**src/rtl/sdm_pkg.sv**
```systemverilog
package sdm_pkg;
  typedef enum logic {
    REF_ALIGNED = 1'b0,
    REF_QUARTER = 1'b1
  } ref_mode_e;
endpackage

```
**src/rtl/sdm_divider.sv**
```systemverilog
module sdm_divider #(
  parameter int CNT_W = 10
) (
  input  logic             clk,
  input  logic             rst,
  output logic [CNT_W-1:0] cnt_o,
  output logic             exc_o,
  output logic             wrap_o
);
  localparam logic [CNT_W-1:0] CNT_LAST = '1;

  logic [CNT_W-1:0] cnt_q;
  logic             wrap_q;

  always_ff @(posedge clk) begin
    if (rst) begin
      cnt_q  <= '0;
      wrap_q <= 1'b0;
    end else begin
      cnt_q  <= cnt_q + 1'b1;
      wrap_q <= (cnt_q == CNT_LAST);
    end
  end

  assign cnt_o  = cnt_q;
  assign exc_o  = cnt_q[CNT_W-1];
  assign wrap_o = wrap_q;
endmodule

```
**src/rtl/sdm_ref_phaser.sv**
```systemverilog
module sdm_ref_phaser #(
  parameter int CNT_W = 10
) (
  input  logic [CNT_W-1:0] cnt_i,
  input  logic             quad_i,
  output logic             ref_o
);
  import sdm_pkg::*;
  localparam logic [CNT_W-1:0] QUARTER = CNT_W'(1) << (CNT_W - 2);

  logic [CNT_W-1:0] shifted;

  always_comb begin
    shifted = cnt_i - QUARTER;
    if (ref_mode_e'(quad_i) == REF_QUARTER) ref_o = shifted[CNT_W-1];
    else                                    ref_o = cnt_i[CNT_W-1];
  end
endmodule

```
**src/rtl/sdm_sign_mult.sv**
```systemverilog
module sdm_sign_mult #(
  parameter int DATA_W = 16
) (
  input  logic                     clk,
  input  logic                     rst,
  input  logic signed [DATA_W-1:0] in_data_i,
  input  logic                     in_valid_i,
  input  logic                     ref_i,
  output logic signed [DATA_W-1:0] out_data_o,
  output logic                     out_valid_o
);
  localparam logic signed [DATA_W-1:0] MOST_NEG = {1'b1, {(DATA_W-1){1'b0}}};
  localparam logic signed [DATA_W-1:0] MOST_POS = {1'b0, {(DATA_W-1){1'b1}}};

  logic signed [DATA_W-1:0] neg_sat;
  logic signed [DATA_W-1:0] product;

  always_comb begin
    if (in_data_i == MOST_NEG) neg_sat = MOST_POS;
    else                       neg_sat = -in_data_i;
    product = ref_i ? in_data_i : neg_sat;
  end

  always_ff @(posedge clk) begin
    if (rst) begin
      out_data_o  <= '0;
      out_valid_o <= 1'b0;
    end else begin
      out_valid_o <= in_valid_i;
      if (in_valid_i) out_data_o <= product;
    end
  end
endmodule

```
**src/rtl/sync_demod_core.sv**
```systemverilog
module sync_demod_core #(
  parameter int CNT_W  = 10,
  parameter int DATA_W = 16
) (
  input  logic                     clk,
  input  logic                     rst,
  input  logic signed [DATA_W-1:0] smp_data_i,
  input  logic                     smp_valid_i,
  input  logic                     quad_sel_i,
  output logic                     exc_o,
  output logic                     cyc_stb_o,
  output logic signed [DATA_W-1:0] dem_data_o,
  output logic                     dem_valid_o
);
  logic [CNT_W-1:0] phase_cnt;
  logic             ref_sign;

  sdm_divider #(.CNT_W(CNT_W)) u_div (
    .clk   (clk),
    .rst   (rst),
    .cnt_o (phase_cnt),
    .exc_o (exc_o),
    .wrap_o(cyc_stb_o)
  );

  sdm_ref_phaser #(.CNT_W(CNT_W)) u_ref (
    .cnt_i (phase_cnt),
    .quad_i(quad_sel_i),
    .ref_o (ref_sign)
  );

  sdm_sign_mult #(.DATA_W(DATA_W)) u_mul (
    .clk        (clk),
    .rst        (rst),
    .in_data_i  (smp_data_i),
    .in_valid_i (smp_valid_i),
    .ref_i      (ref_sign),
    .out_data_o (dem_data_o),
    .out_valid_o(dem_valid_o)
  );
endmodule

```
**config.mk**
```make
export PLATFORM = sky130hd
export DESIGN_NAME = sync_demod_core
export DESIGN_NICKNAME = d
export VERILOG_FILES = /design/src/rtl/sdm_pkg.sv /design/src/rtl/sdm_divider.sv /design/src/rtl/sdm_ref_phaser.sv /design/src/rtl/sdm_sign_mult.sv /design/src/rtl/sync_demod_core.sv
export SDC_FILE = /design/constraint.sdc
export NUM_CORES = 1
export LEC_CHECK = 0
export BUFFER_PORTS_ARGS = -buffer_cell sky130_fd_sc_hd__buf_2
export CORE_MARGIN = 10
export CORE_UTILIZATION = 25
export CTS_BUF_LIST = sky130_fd_sc_hd__clkbuf_4
export DETAILED_ROUTE_END_ITERATION = 10
export PLACE_DENSITY = 0.5
export SETUP_SLACK_MARGIN = 0.15
export SYNTH_ARGS = -nofsm -noshare
export SYNTH_HDL_FRONTEND = slang
export SYNTH_SLANG_ARGS = --single-unit
```
**constraint.sdc**
```tcl
create_clock -name clk -period 5.4 [get_ports clk]
set_clock_uncertainty 0.2 [all_clocks]
set_input_delay 0.27 -clock clk [delete_from_list [all_inputs] [get_ports clk]]
set_output_delay 0.27 -clock clk [all_outputs]
set_load 0.05 [all_outputs]
```
==> results of run 1 <==
[tightest hold or removal path, cell delays in order]
cell and delay [ns]:
buf_2 0.12, xnor2_1 0.14, a211oi_2 0.06
[metrics by stage]
| step | util [%] | worst slack (ns) | hold slack [ns] | instances | area (µm²) |
|---|---|---|---|---|---|
| 3_3_place_gp | 30.2 | 3.00 | 0.234 | 259 | 1670 |
| 2_1_floorplan | - | 3.21 | 0.218 | 156 | 1420 |
| 5_1_grt | 31.2 | 2.95 | 0.0787 | 263 | 1720 |
| 4_1_cts | 31.2 | 3.10 | 0.0699 | 263 | 1720 |
| 3_5_place_dp | 30.2 | 2.96 | 0.243 | 259 | 1670 |
| 6_report | 31.2 | 3.14 | 0.0734 | 263 | 1720 |
[flip-flops by register name (all words and copies together) (netlist names)]
signal             flops
u_div.wrap_o           1
u_mul.out_data_o      16
u_mul.out_valid_o      1
u_div.cnt_o           10
[cells by family after synthesis]
group / count (synthesis)
xor+xnor: 21
compound gates: 29
buf+inv: 12
flops: 28
fa+ha+maj: 3
simple gates: 63
[power by group through the flow]
stage                     clock network [W]  logic (W)  registers (W)
final                              0.000139   0.000105       0.000225
after global routing               0.000152   0.000114       0.000227
after CTS                          0.000144   0.000107       0.000225
after detailed placement                  0   0.000106       0.000229
after global placement                    0   0.000106       0.000229
after floorplan                           0  0.0000421       0.000264
[layout by cell type, fill, tap and decap left out, types with 3 or more instances in the layout]
cell type  netlist  final
a211oi_2        12     12
a21oi_1          4      4
buf_2            1     38
clkbuf_4         0      3
dfxtp_1         28     28
ha_1             3      3
inv_1            4      4
nand2_1          5      5
nand3_1          4      4
nor2_1          31     31
nor3_1           6      6
o21ai_0          4      4
o41ai_1          4      4
or2_2            3      3
xnor2_1          7      7
xor2_1          14     14
[routing by layer]
layer  global-route usage (%)  share of wire (%)  vias to the layer above
met2                     13.3                 44                       29
li1                         -                  -                      611
met1                     9.84                 48                      536
met5                        0                  0                        -
met3                     3.30                7.8                        2
met4                     1.12               0.40                        0
[final cells by class]
cell class / count / share of cell area (%)
Multi-Input combinational cell: 116 / 46.9
Timing Repair Buffer: 38 / 11.1
Tap cell: 72 / 5.24
Clock inverter: 1 / 1.75
Sequential cell: 28 / 32.6
Clock buffer: 3 / 1.31
Inverter: 5 / 1.09
[worst paths after layout]
check | cells past startpoint | startpoint | to | slack [ns]
hold / removal | 3 | smp_data_i[6] | u_mul.out_data_o[6]$_SDFFE_PP0P_ | 0.07
setup reg to reg | 6 | u_div.cnt_o[9]$_SDFF_PP0_ | u_mul.out_data_o[4]$_SDFFE_PP0P_ | 3.14
setup / recovery | 6 | u_div.cnt_o[9]$_SDFF_PP0_ | u_mul.out_data_o[4]$_SDFFE_PP0P_ | 3.14
hold reg to reg | 1 | u_div.cnt_o[0]$_SDFF_PP0_ | u_div.cnt_o[0]$_SDFF_PP0_ | 0.27
==> metrics.md, run 1 <==
| Metric | Value |
|---|---|
| Sequential-to-total area share from yosys stat | 39.6% |
| TritonCTS sink count | 28 |
| Critical path fanouts, max | 13 |
| Cells after synthesis | 156 |
| Number of ports placed on the die boundary | 39 |
| Ratio of cells with drive above 1 in the final layout | between 30 and 40% |
| Clock transition at the register clock pins on the worst setup and hold paths after CTS | around 0.16 ns |
| Area share of xor/xnor cells in the synthesized design | 13.0% |
| Ratio of total power to cell area | between 200 and 300 nW/µm² |
| Post-cts resize count | 0 |
| DRT Wirelength | about 3500 µm |
| Area of the die | slightly above 9000 µm² |
| Slew Limit Headroom | a little under three fifths |
| Unrepaired setup endpoints after global routing | no |
| Dominant combinational cell family by area after synthesis | simple AND/OR/NAND/NOR gates |
| Mux share of post-synthesis cell area | 0% |
| Chain of cells forming the critical path | ha_1 > nand2_1 > nand2_1 > and4b_1 > nor2_4 > a211oi_2 |
| Cell at the slowest stage of the critical path | and4b_1 |
| Share of Yosys cell area claimed by the top area cell type | just under 40% |
| Clock group share of total power | between 20% and 30% |
| Top cells by instance count after synthesis | nor2_1 (31), dfxtp_1 (28), xor2_1 (14), a211oi_2 (12), xnor2_1 (7) |
| Power share of the sequential group | a little under half |
| Combined area of the multi-input logic cells | ~800 µm² |
| Worst setup path class | reg2reg |
| Quantity of hold-fixing buffers added after cts | 0 |
| Post-synthesis share of cell area spent on full adders, half adders and majority gates | ~2.7% |
| Max Clk Rate | 443 MHz |
| Total inserted antenna cells | 0 |
| Total Power Consumption | around 0.00047 W |
| Number of buffers inserted by port buffering | 38 |
| Path type of the worst min-delay path | in2reg |
| Max stage delay on crit path | slightly above 0.4 ns |
| Count of flip-flops with a built-in enable after synthesis | 0 |
| Sw Pwr | about 0.00014 W |
| Cell accounting for the most synthesized area | dfxtp_1 |
| Largest net degree at the start of global routing | 30 |
| Number of storage elements in the synthesis netlist | 28 |
| Via count of the first global-routing pass | 1237 |
| Worst IR Drop VDD | ~0.00012 V |
| H-Tree Level Count | 1 |
| First-pass GRT wire length | just under 6000 µm |
| Worst path buffer plus inverter count | 0 |
| Initial antenna violation count | 0 |
| Compound-gate portion of the synthesized area | between 10% and 20% |
| Horizontal die dimension | 95.3 µm |
| Antenna-violating nets left | 0 |
| Area of all sequential standard cells | around 560 µm² |
| CTS Buf Count | 3 |
| Type of destination of the critical path | flop |
| First drt pass iteration count | 4 |
| Max-Cap Viols | 0 |
| Number of setup violations in the final report | 0 |
| Mean post-synth cell area | 9.08 µm² |
| Simple-gate area share of the yosys netlist | 22.8% |
| Endpoint arrival time on the critical path | 2.28 ns |
| Most repeated library cell on the critical path | nand2_1 |
| Combinational group share of total power | between 20 and 25% |
| Netlist area before placement | approximately 1400 µm² |
| Result of the run | complete, no violations |
| Top flip-flop cell by instance count after synthesis | dfxtp_1 |
| Ratio of routed vias to standard cells | 4.48 |
| Mapped Nets | around 180 |
| Setup TNS Final | 0 ns |
| Max clock buf depth | 2 |
| Switching power as a share of total power | a little under a third |
| Post-layout net count | about 220 |
| Number of rows created at floorplan | 27 |
| Count of different cell masters after synthesis | 33 |
| Number of setup buffers added after CTS | 0 |
| Routability congestion estimate | approximately 0.74 |
| Layout fillers | ~590 |
| Worst-skew pair later-pin latency | between 0.3 and 0.4 ns |
| Layout area overhead | 21.3% |
| Combined global-route utilization of all metal layers | between 8 and 9% |
| Core area | about 5500 µm² |
| First-iteration detailed-routing DRC count | 62 |
| Buffer type at the clock tree root | clkbuf_4 |
| Worst endpoint required time | 5.42 ns |
| Max-slew violation count | 0 |
| Most frequent cell after synthesis | nor2_1 |
| Element type at the critical path start | flop |
| TritonCTS clock tree | done |
| Routed WL per cell | around 13 µm |
| Count of synthesis-stage warnings from yosys | 0 |
| Die height | 95.3 µm |
| DR DRC count | 0 |
| Final Hold Fails | 0 |
| Internal cell power | around 0.00033 W |
| Final Critical Period | approximately 2.3 ns |
| Starting density of the core | between 20% and 30% |
| Slew @ Worst Pin | 0.646 ns |
| Asr flop ratio synth | 0% |
| Leading post-synthesis cells by cell area | dfxtp_1 (40%), a211oi_2 (11%), xor2_1 (8.7%), nor2_1 (8.2%), xnor2_1 (4.3%) |
| Estimated wirelength of the detail-placed design | 2740 µm |
| Static leakage power | 0.695 nW |
| Grt total ovfl | 0 |
| Via Count | roughly 1200 |
| Part of the cycle the worst path needs | 41.8% |
| CP top delay family | simple AND/OR/NAND/NOR gates |
Power figures use the tool's default switching activity.
==> run 2: changes to the inputs <==
--- a/config.mk
+++ b/config.mk
@@ -10,7 +10,7 @@
 export CORE_UTILIZATION = 25
 export CTS_BUF_LIST = sky130_fd_sc_hd__clkbuf_4
 export DETAILED_ROUTE_END_ITERATION = 10
-export PLACE_DENSITY = 0.5
+export PLACE_DENSITY = 0.52
 export SETUP_SLACK_MARGIN = 0.15
 export SYNTH_ARGS = -nofsm -noshare
 export SYNTH_HDL_FRONTEND = slang
==> constraint.sdc (replaced) <==
create_clock -name clk -period 2 [get_ports clk]
set_clock_uncertainty 0.2 [all_clocks]
set_input_delay 0.1 -clock clk [delete_from_list [all_inputs] [get_ports clk]]
set_output_delay 0.1 -clock clk [all_outputs]
set_load 0.05 [all_outputs]
==> metrics.md, run 2 (synthesized netlist as in run 1, its figures left out) <==
| Metric | Value |
|---|---|
| Result of the run | complete, no violations (unchanged) |
| Dpl cell area | 1830 µm² (was 1670 µm²) |
| Slack of the critical path | 0.227 ns (was 3.14 ns) |
| Combinational group share of total power | 25.4% (was 22.4%) |
| Number of rows created at floorplan | 27 (unchanged) |
| Combined global-route utilization of all metal layers | 8.71% (was 8.07%) |
| Hold path startpoint | smp_data_i[8] (was smp_data_i[6]) |
| Routability congestion estimate | 0.827 (was 0.743) |
| Max-Cap Viols | 0 (unchanged) |
| Max-slew violation count | 0 (unchanged) |
| Path type of the worst min-delay path | in2reg (unchanged) |
| Sw Pwr | 0.000403 W (was 0.000143 W) |
| Slew Limit Headroom | 68.3% (was 56.9%) |
| Chain of cells forming the critical path | ha_4 > nand2_4 > nand2_2 > and4b_1 > buf_6 > nor2_4 > buf_12 > a211oi_2 (was ha_1 > nand2_1 > nand2_1 > and4b_1 > nor2_4 > a211oi_2) |
| Clock transition at the register clock pins on the worst setup and hold paths after CTS | 0.16 ns (about the same) |
| Via Count | 1297 (was 1178) |
| First drt pass iteration count | 6 (was 4) |
| Endpoint arrival time on the critical path | 1.84 ns (was 2.28 ns) |
| Worst-skew pair later-pin latency | 0.33 ns (about the same) |
| Reg-to-Reg End | u_mul.out_data_o[12]$_SDFFE_PP0P_ (was u_mul.out_data_o[4]$_SDFFE_PP0P_) |
| Grt total ovfl | 0 (unchanged) |
| Ratio of cells with drive above 1 in the final layout | 39.5% (was 32.5%) |
| Register containing the most flip-flops in the final layout | u_mul.out_data_o (unchanged) |
| Power share of the sequential group | 45.8% (was 47.9%) |
| Timing startpoint of the critical path | u_div.cnt_o[9]$_SDFF_PP0_ (unchanged) |
| Worst slack at placement | -0.0885 ns (was 2.96 ns) |
| Core Util, Final | 37.6% (was 31.2%) |
| Buffer type at the clock tree root | clkbuf_4 (unchanged) |
| Part of the cycle the worst path needs | 88.6% (was 41.8%) |
| Static leakage power | 0.876 nW (was 0.695 nW) |
| Routed WL per cell | 12.9 µm (was 13.5 µm) |
| Core area | 5510 µm² (unchanged) |
| Number of buffers inserted by port buffering | 38 (unchanged) |
| DR DRC count | 0 (unchanged) |
| Unrepaired setup endpoints after global routing | yes (was no) |
| Number of setup violations in the final report | 0 (unchanged) |
| Post-route cell area | 2070 µm² (was 1720 µm²) |
| Critical path fanouts, max | 10 (was 13) |
| Total inserted antenna cells | 0 (unchanged) |
| Ratio of routed vias to standard cells | 4.40 (was 4.48) |
| Slew @ Worst Pin | 0.476 ns (was 0.646 ns) |
| Worst reg-to-reg setup slack | 0.23 ns (was 3.14 ns) |
| Most common cell after layout, fill and taps aside | buf_2 (unchanged) |
| Max clock buf depth | 2 (unchanged) |
| Final Critical Period | 1.77 ns (was 2.26 ns) |
| Ratio of total power to cell area | 638 nW/µm² (was 273 nW/µm²) |
| Max Clk Rate | 564 MHz (was 443 MHz) |
| Launch point of the worst reg-to-reg path | u_div.cnt_o[9]$_SDFF_PP0_ (unchanged) |
| Worst IR Drop VDD | 0.000254 V (was 0.000125 V) |
| Cell at the slowest stage of the critical path | dfxtp_4 (was and4b_1) |
| First-iteration detailed-routing DRC count | 48 (was 62) |
| Tightest hold margin | 0.0234 ns (was 0.0734 ns) |
| Max stage delay on crit path | 0.40 ns (was 0.41 ns) |
| Type of destination of the critical path | flop (unchanged) |
| Layout area overhead | 46.0% (was 21.3%) |
| CTS Buf Count | 3 (unchanged) |
| Internal cell power | 0.000917 W (was 0.000325 W) |
| TritonCTS clock tree | done (unchanged) |
| DRT Wirelength | 3820 µm (was 3540 µm) |
| Estimated wirelength of the detail-placed design | 2860 µm (was 2740 µm) |
| Horizontal die dimension | 95.3 µm (unchanged) |
| Largest net degree at the start of global routing | 24 (was 30) |
| Worst hold path depth | 5 (was 3) |
| Initial antenna violation count | 0 (unchanged) |
| Worst setup path class | reg2reg (unchanged) |
| Die height | 95.3 µm (unchanged) |
| Flip-flop count of the largest register after layout | 16 (unchanged) |
| Via count of the first global-routing pass | 1329 (was 1237) |
| H-Tree Level Count | 1 (unchanged) |
| Switching power as a share of total power | 30.6% (about the same) |
| Clock group share of total power | 28.8% (was 29.6%) |
| Antenna-violating nets left | 0 (unchanged) |
| TritonCTS sink count | 28 (unchanged) |
| Worst Hold End | u_mul.out_data_o[8]$_SDFFE_PP0P_ (was u_mul.out_data_o[6]$_SDFFE_PP0P_) |
| Element type at the critical path start | flop (unchanged) |
| Starting density of the core | 25.7% (unchanged) |
| Most used cells in the layout excluding fill and tap cells | buf_2 (38), nor2_1 (31), dfxtp_1 (26) (was buf_2 (38), nor2_1 (31), dfxtp_1 (28)) |
| Final Hold Fails | 0 (unchanged) |
| Number of ports placed on the die boundary | 39 (unchanged) |
| Post-layout net count | 247 (was 215) |
| Area of the die | 9080 µm² (unchanged) |
| Worst endpoint required time | 2.07 ns (was 5.42 ns) |
| First-pass GRT wire length | 6380 µm (was 5850 µm) |
| Number of cells traversed by the worst register-to-register path | 8 (was 6) |
-- run 2: how the worst max path moves through the flow --
stage | endpoint | cells past startpoint | slack (ns)
after global routing | u_mul.out_data_o[15]$_SDFFE_PP0P_ | 7 | 0.13
after CTS | u_mul.out_data_o[12]$_SDFFE_PP0P_ | 7 | 0.16
final | u_mul.out_data_o[12]$_SDFFE_PP0P_ | 8 | 0.23
after global placement | u_mul.out_data_o[15]$_SDFFE_PP0P_ | 6 | -0.10
after detailed placement | u_mul.out_data_o[15]$_SDFFE_PP0P_ | 6 | -0.09
after floorplan | u_mul.out_data_o[10]$_SDFFE_PP0P_ | 7 | 0.16
-- run 2: what timing repair did --
item	CTS	global route
setup endpoints to repair	10	12
pin swaps	1	4
setup buffers	0	1
resized for setup	0	7
endpoints found under the hold margin	19	0
hold buffers	13	0
-- run 2: worst max-delay path, delay by kind of cell, from the launching register on --
family	cells	cell delay, ns
buf+inv	2	0.25
fa+ha+maj	1	0.27
flops	1	0.40
compound gates	1	0.17
simple gates	4	0.40
-- run 2: power groups by stage --
| stage | combinational (W) | sequential, W | clock (W) |
|---|---|---|---|
| after floorplan | 0.000114 | 0.000710 | 0 |
| after global placement | 0.000309 | 0.000618 | 0 |
| after detailed placement | 0.000309 | 0.000617 | 0 |
| after CTS | 0.000330 | 0.000605 | 0.000395 |
| after global routing | 0.000365 | 0.000609 | 0.000421 |
| final | 0.000335 | 0.000605 | 0.000380 |
-- run 2: layout make-up --
cell class              count  area [µm²]
clock buffers               3        22.5
clock inverters             1        30.0
fillers                   585        3440
inverters                   5        18.8
multi-input cells         116         855
flip-flops and latches     28         566
well taps                  72        90.1
repair buffers             70         487
-- run 2: layer usage --
layer  global-route usage [%]  part of all wire (%)  up-vias
met4                     2.99                   1.1        0
met5                        0                     0        -
li1                         -                     -      683
met3                     3.22                   7.2        2
met1                     10.9                    48      587
met2                     13.5                    43       25
-- run 2: through the flow --
| step | total power (W) | TNS, ns | std cells |
|---|---|---|---|
| 2_1_floorplan | 0.000825 | 0 | 156 |
| 3_3_place_gp | 0.000927 | -0.169 | 277 |
| 3_5_place_dp | 0.000926 | -0.192 | 277 |
| 4_1_cts | 0.00133 | 0 | 294 |
| 5_1_grt | 0.00139 | 0 | 295 |
| 6_report | 0.00132 | 0 | 295 |
==> run 3: changes to the inputs <==
--- a/config.mk
+++ b/config.mk
@@ -7,10 +7,10 @@
 export LEC_CHECK = 0
 export BUFFER_PORTS_ARGS = -buffer_cell sky130_fd_sc_hd__buf_2
 export CORE_MARGIN = 10
-export CORE_UTILIZATION = 25
+export CORE_UTILIZATION = 36
 export CTS_BUF_LIST = sky130_fd_sc_hd__clkbuf_4
 export DETAILED_ROUTE_END_ITERATION = 10
-export PLACE_DENSITY = 0.52
+export PLACE_DENSITY = 0.67
 export SETUP_SLACK_MARGIN = 0.15
 export SYNTH_ARGS = -nofsm -noshare
 export SYNTH_HDL_FRONTEND = slang
==> metrics.md, run 3 (synthesized netlist as in run 1, its figures left out) <==
| Metric | Value |
|---|---|
| Result of the run | complete, but fails checks (was complete, no violations) |
| Violated checks | negative hold slack |
| Via Count | 1306 (was 1297) |
| Worst-skew pair later-pin latency | 0.34 ns (was 0.33 ns) |
| Total inserted antenna cells | 0 (unchanged) |
| Max-Cap Viols | 0 (unchanged) |
| Routed WL per cell | 13.8 µm (was 12.9 µm) |
| Number of rows created at floorplan | 22 (was 27) |
| Initial antenna violation count | 0 (unchanged) |
| Total Power Consumption | 0.00132 W (about the same) |
| Grt total ovfl | 0 (unchanged) |
| Cell at the slowest stage of the critical path | dfxtp_4 (unchanged) |
| Flip-flop count of the largest register after layout | 16 (unchanged) |
| Type of destination of the critical path | flop (unchanged) |
| Ratio of cells with drive above 1 in the final layout | 40.0% (was 39.5%) |
| Slew @ Worst Pin | 0.635 ns (was 0.476 ns) |
| Ratio of total power to cell area | 659 nW/µm² (was 638 nW/µm²) |
| Critical path fanouts, max | 4 (was 10) |
| Most common cell after layout, fill and taps aside | buf_2 (unchanged) |
| Path type of the worst min-delay path | in2reg (unchanged) |
| Most used cells in the layout excluding fill and tap cells | buf_2 (38), nor2_1 (31), dfxtp_1 (26) (unchanged) |
| Die height | 82.7 µm (was 95.3 µm) |
| Post-layout net count | 244 (was 247) |
| Final Critical Period | 1.79 ns (was 1.77 ns) |
| Routability congestion estimate | 0.779 (was 0.827) |
| Max-slew violation count | 0 (unchanged) |
| Starting density of the core | 37.8% (was 25.7%) |
| Post-Layout Cell Count | 268 (was 295) |
| Register containing the most flip-flops in the final layout | u_mul.out_data_o (unchanged) |
| Ratio of routed vias to standard cells | 4.87 (was 4.40) |
| Final Hold Fails | 1 (was 0) |
| Slew Limit Headroom | 57.7% (was 68.3%) |
| Core area | 3740 µm² (was 5510 µm²) |
| DRT Wirelength | 3700 µm (was 3820 µm) |
| Static leakage power | 0.860 nW (was 0.876 nW) |
| First-iteration detailed-routing DRC count | 110 (was 48) |
| Max Clk Rate | 559 MHz (was 564 MHz) |
| CTS Buf Count | 3 (unchanged) |
| Tightest hold margin | -0.000957 ns (was 0.0234 ns) |
| TritonCTS clock tree | done (unchanged) |
| Max stage delay on crit path | 0.39 ns (was 0.40 ns) |
| Estimated wirelength of the detail-placed design | 2590 µm (was 2860 µm) |
| Layout area overhead | 41.3% (was 46.0%) |
| Via count of the first global-routing pass | 1340 (was 1329) |
| Worst endpoint required time | 2.07 ns (about the same) |
| First drt pass iteration count | 4 (was 6) |
| Endpoint arrival time on the critical path | 1.86 ns (was 1.84 ns) |
| Horizontal die dimension | 82.7 µm (was 95.3 µm) |
| Buffer type at the clock tree root | clkbuf_4 (unchanged) |
| Clock transition at the register clock pins on the worst setup and hold paths after CTS | 0.16 ns (about the same) |
| Worst IR Drop VDD | 0.000352 V (was 0.000254 V) |
| Number of buffers inserted by port buffering | 38 (unchanged) |
| Largest net degree at the start of global routing | 30 (was 24) |
| Element type at the critical path start | flop (unchanged) |
| Worst setup path class | reg2reg (unchanged) |
| Number of setup violations in the final report | 0 (unchanged) |
| Antenna-violating nets left | 0 (unchanged) |
| Part of the cycle the worst path needs | 89.5% (was 88.6%) |
| Max clock buf depth | 2 (unchanged) |
| Number of ports placed on the die boundary | 39 (unchanged) |
| Chain of cells forming the critical path | ha_4 > nand2_4 > nand2_2 > and4b_1 > buf_6 > nor2_4 > buf_4 > a211oi_2 (was ha_4 > nand2_4 > nand2_2 > and4b_1 > buf_6 > nor2_4 > buf_12 > a211oi_2) |
| Unrepaired setup endpoints after global routing | yes (unchanged) |
| Placed Cells | 251 (was 277) |
| Combined global-route utilization of all metal layers | 11.1% (was 8.71%) |
| H-Tree Level Count | 1 (unchanged) |
| Area of the die | 6840 µm² (was 9080 µm²) |
| First-pass GRT wire length | 6060 µm (was 6380 µm) |
| TritonCTS sink count | 28 (unchanged) |
| DR DRC count | 0 (unchanged) |
run 3: cell type report:
cell class / instances / area (µm²)
Fill cell: 374 / 1740
Multi-Input combinational cell: 116 / 855
Sequential cell: 28 / 566
Timing Repair Buffer: 67 / 449
Tap cell: 48 / 60.1
Clock inverter: 1 / 30.0
Clock buffer: 3 / 22.5
Inverter: 5 / 18.8
run 3: worst paths after layout:
check,slack [ns],endpoint,cells past startpoint,start
worst max-delay path,0.21,u_mul.out_data_o[4]$_SDFFE_PP0P_,8,u_div.cnt_o[9]$_SDFF_PP0_
worst min-delay path,-0.001,u_mul.out_data_o[7]$_SDFFE_PP0P_,4,smp_data_i[7]
worst max register to register,0.21,u_mul.out_data_o[4]$_SDFFE_PP0P_,8,u_div.cnt_o[9]$_SDFF_PP0_
worst min register to register,0.27,u_div.cnt_o[0]$_SDFF_PP0_,1,u_div.cnt_o[0]$_SDFF_PP0_
run 3: stage by stage:
step | cell area [µm²] | setup slack [ns] | setup TNS, ns | utilization (%) | hold WS, ns
3_3_place_gp | 1790 | -0.0710 | -0.437 | 47.8 | 0.231
5_1_grt | 2000 | 0.140 | 0 | 53.4 | 0.0243
4_1_cts | 1970 | 0.174 | 0 | 52.6 | 0.00435
3_5_place_dp | 1790 | -0.0765 | -0.589 | 47.8 | 0.242
6_report | 2000 | 0.211 | 0 | 53.4 | -0.000957
2_1_floorplan | 1450 | 0.157 | 0 | - | 0.120
run 3: critical path: cells and delay by family, from the launching register on:
kind	cells	cell delay (ns)
compound gates	1	0.18
buf+inv	2	0.28
flops	1	0.39
fa+ha+maj	1	0.27
simple gates	4	0.40
run 3: layer usage:
| metal | part of all wire, % | global-route usage, % |
|---|---|---|
| met4 | 1.7 | 3.85 |
| met2 | 45 | 16.7 |
| met1 | 48 | 14.7 |
| met5 | 0 | 0 |
| met3 | 5.9 | 3.24 |
run 3: repair_timing:
item                                    in CTS  in global routing
hold endpoints to repair                    12                  0
hold buffers                                10                  0
resized for setup                            1                  6
setup buffers                                2                  1
endpoints found under the setup margin      11                 12
cloned                                       0                  0
pin swaps                                    1                  2
run 3: where the power goes:
| group | internal (W) | switching [W] |
|---|---|---|
| Combinational | 0.000121 | 0.000210 |
| Sequential | 0.000589 | 0.0000159 |
| Clock | 0.000203 | 0.000180 |
| Total | 0.000913 | 0.000406 |
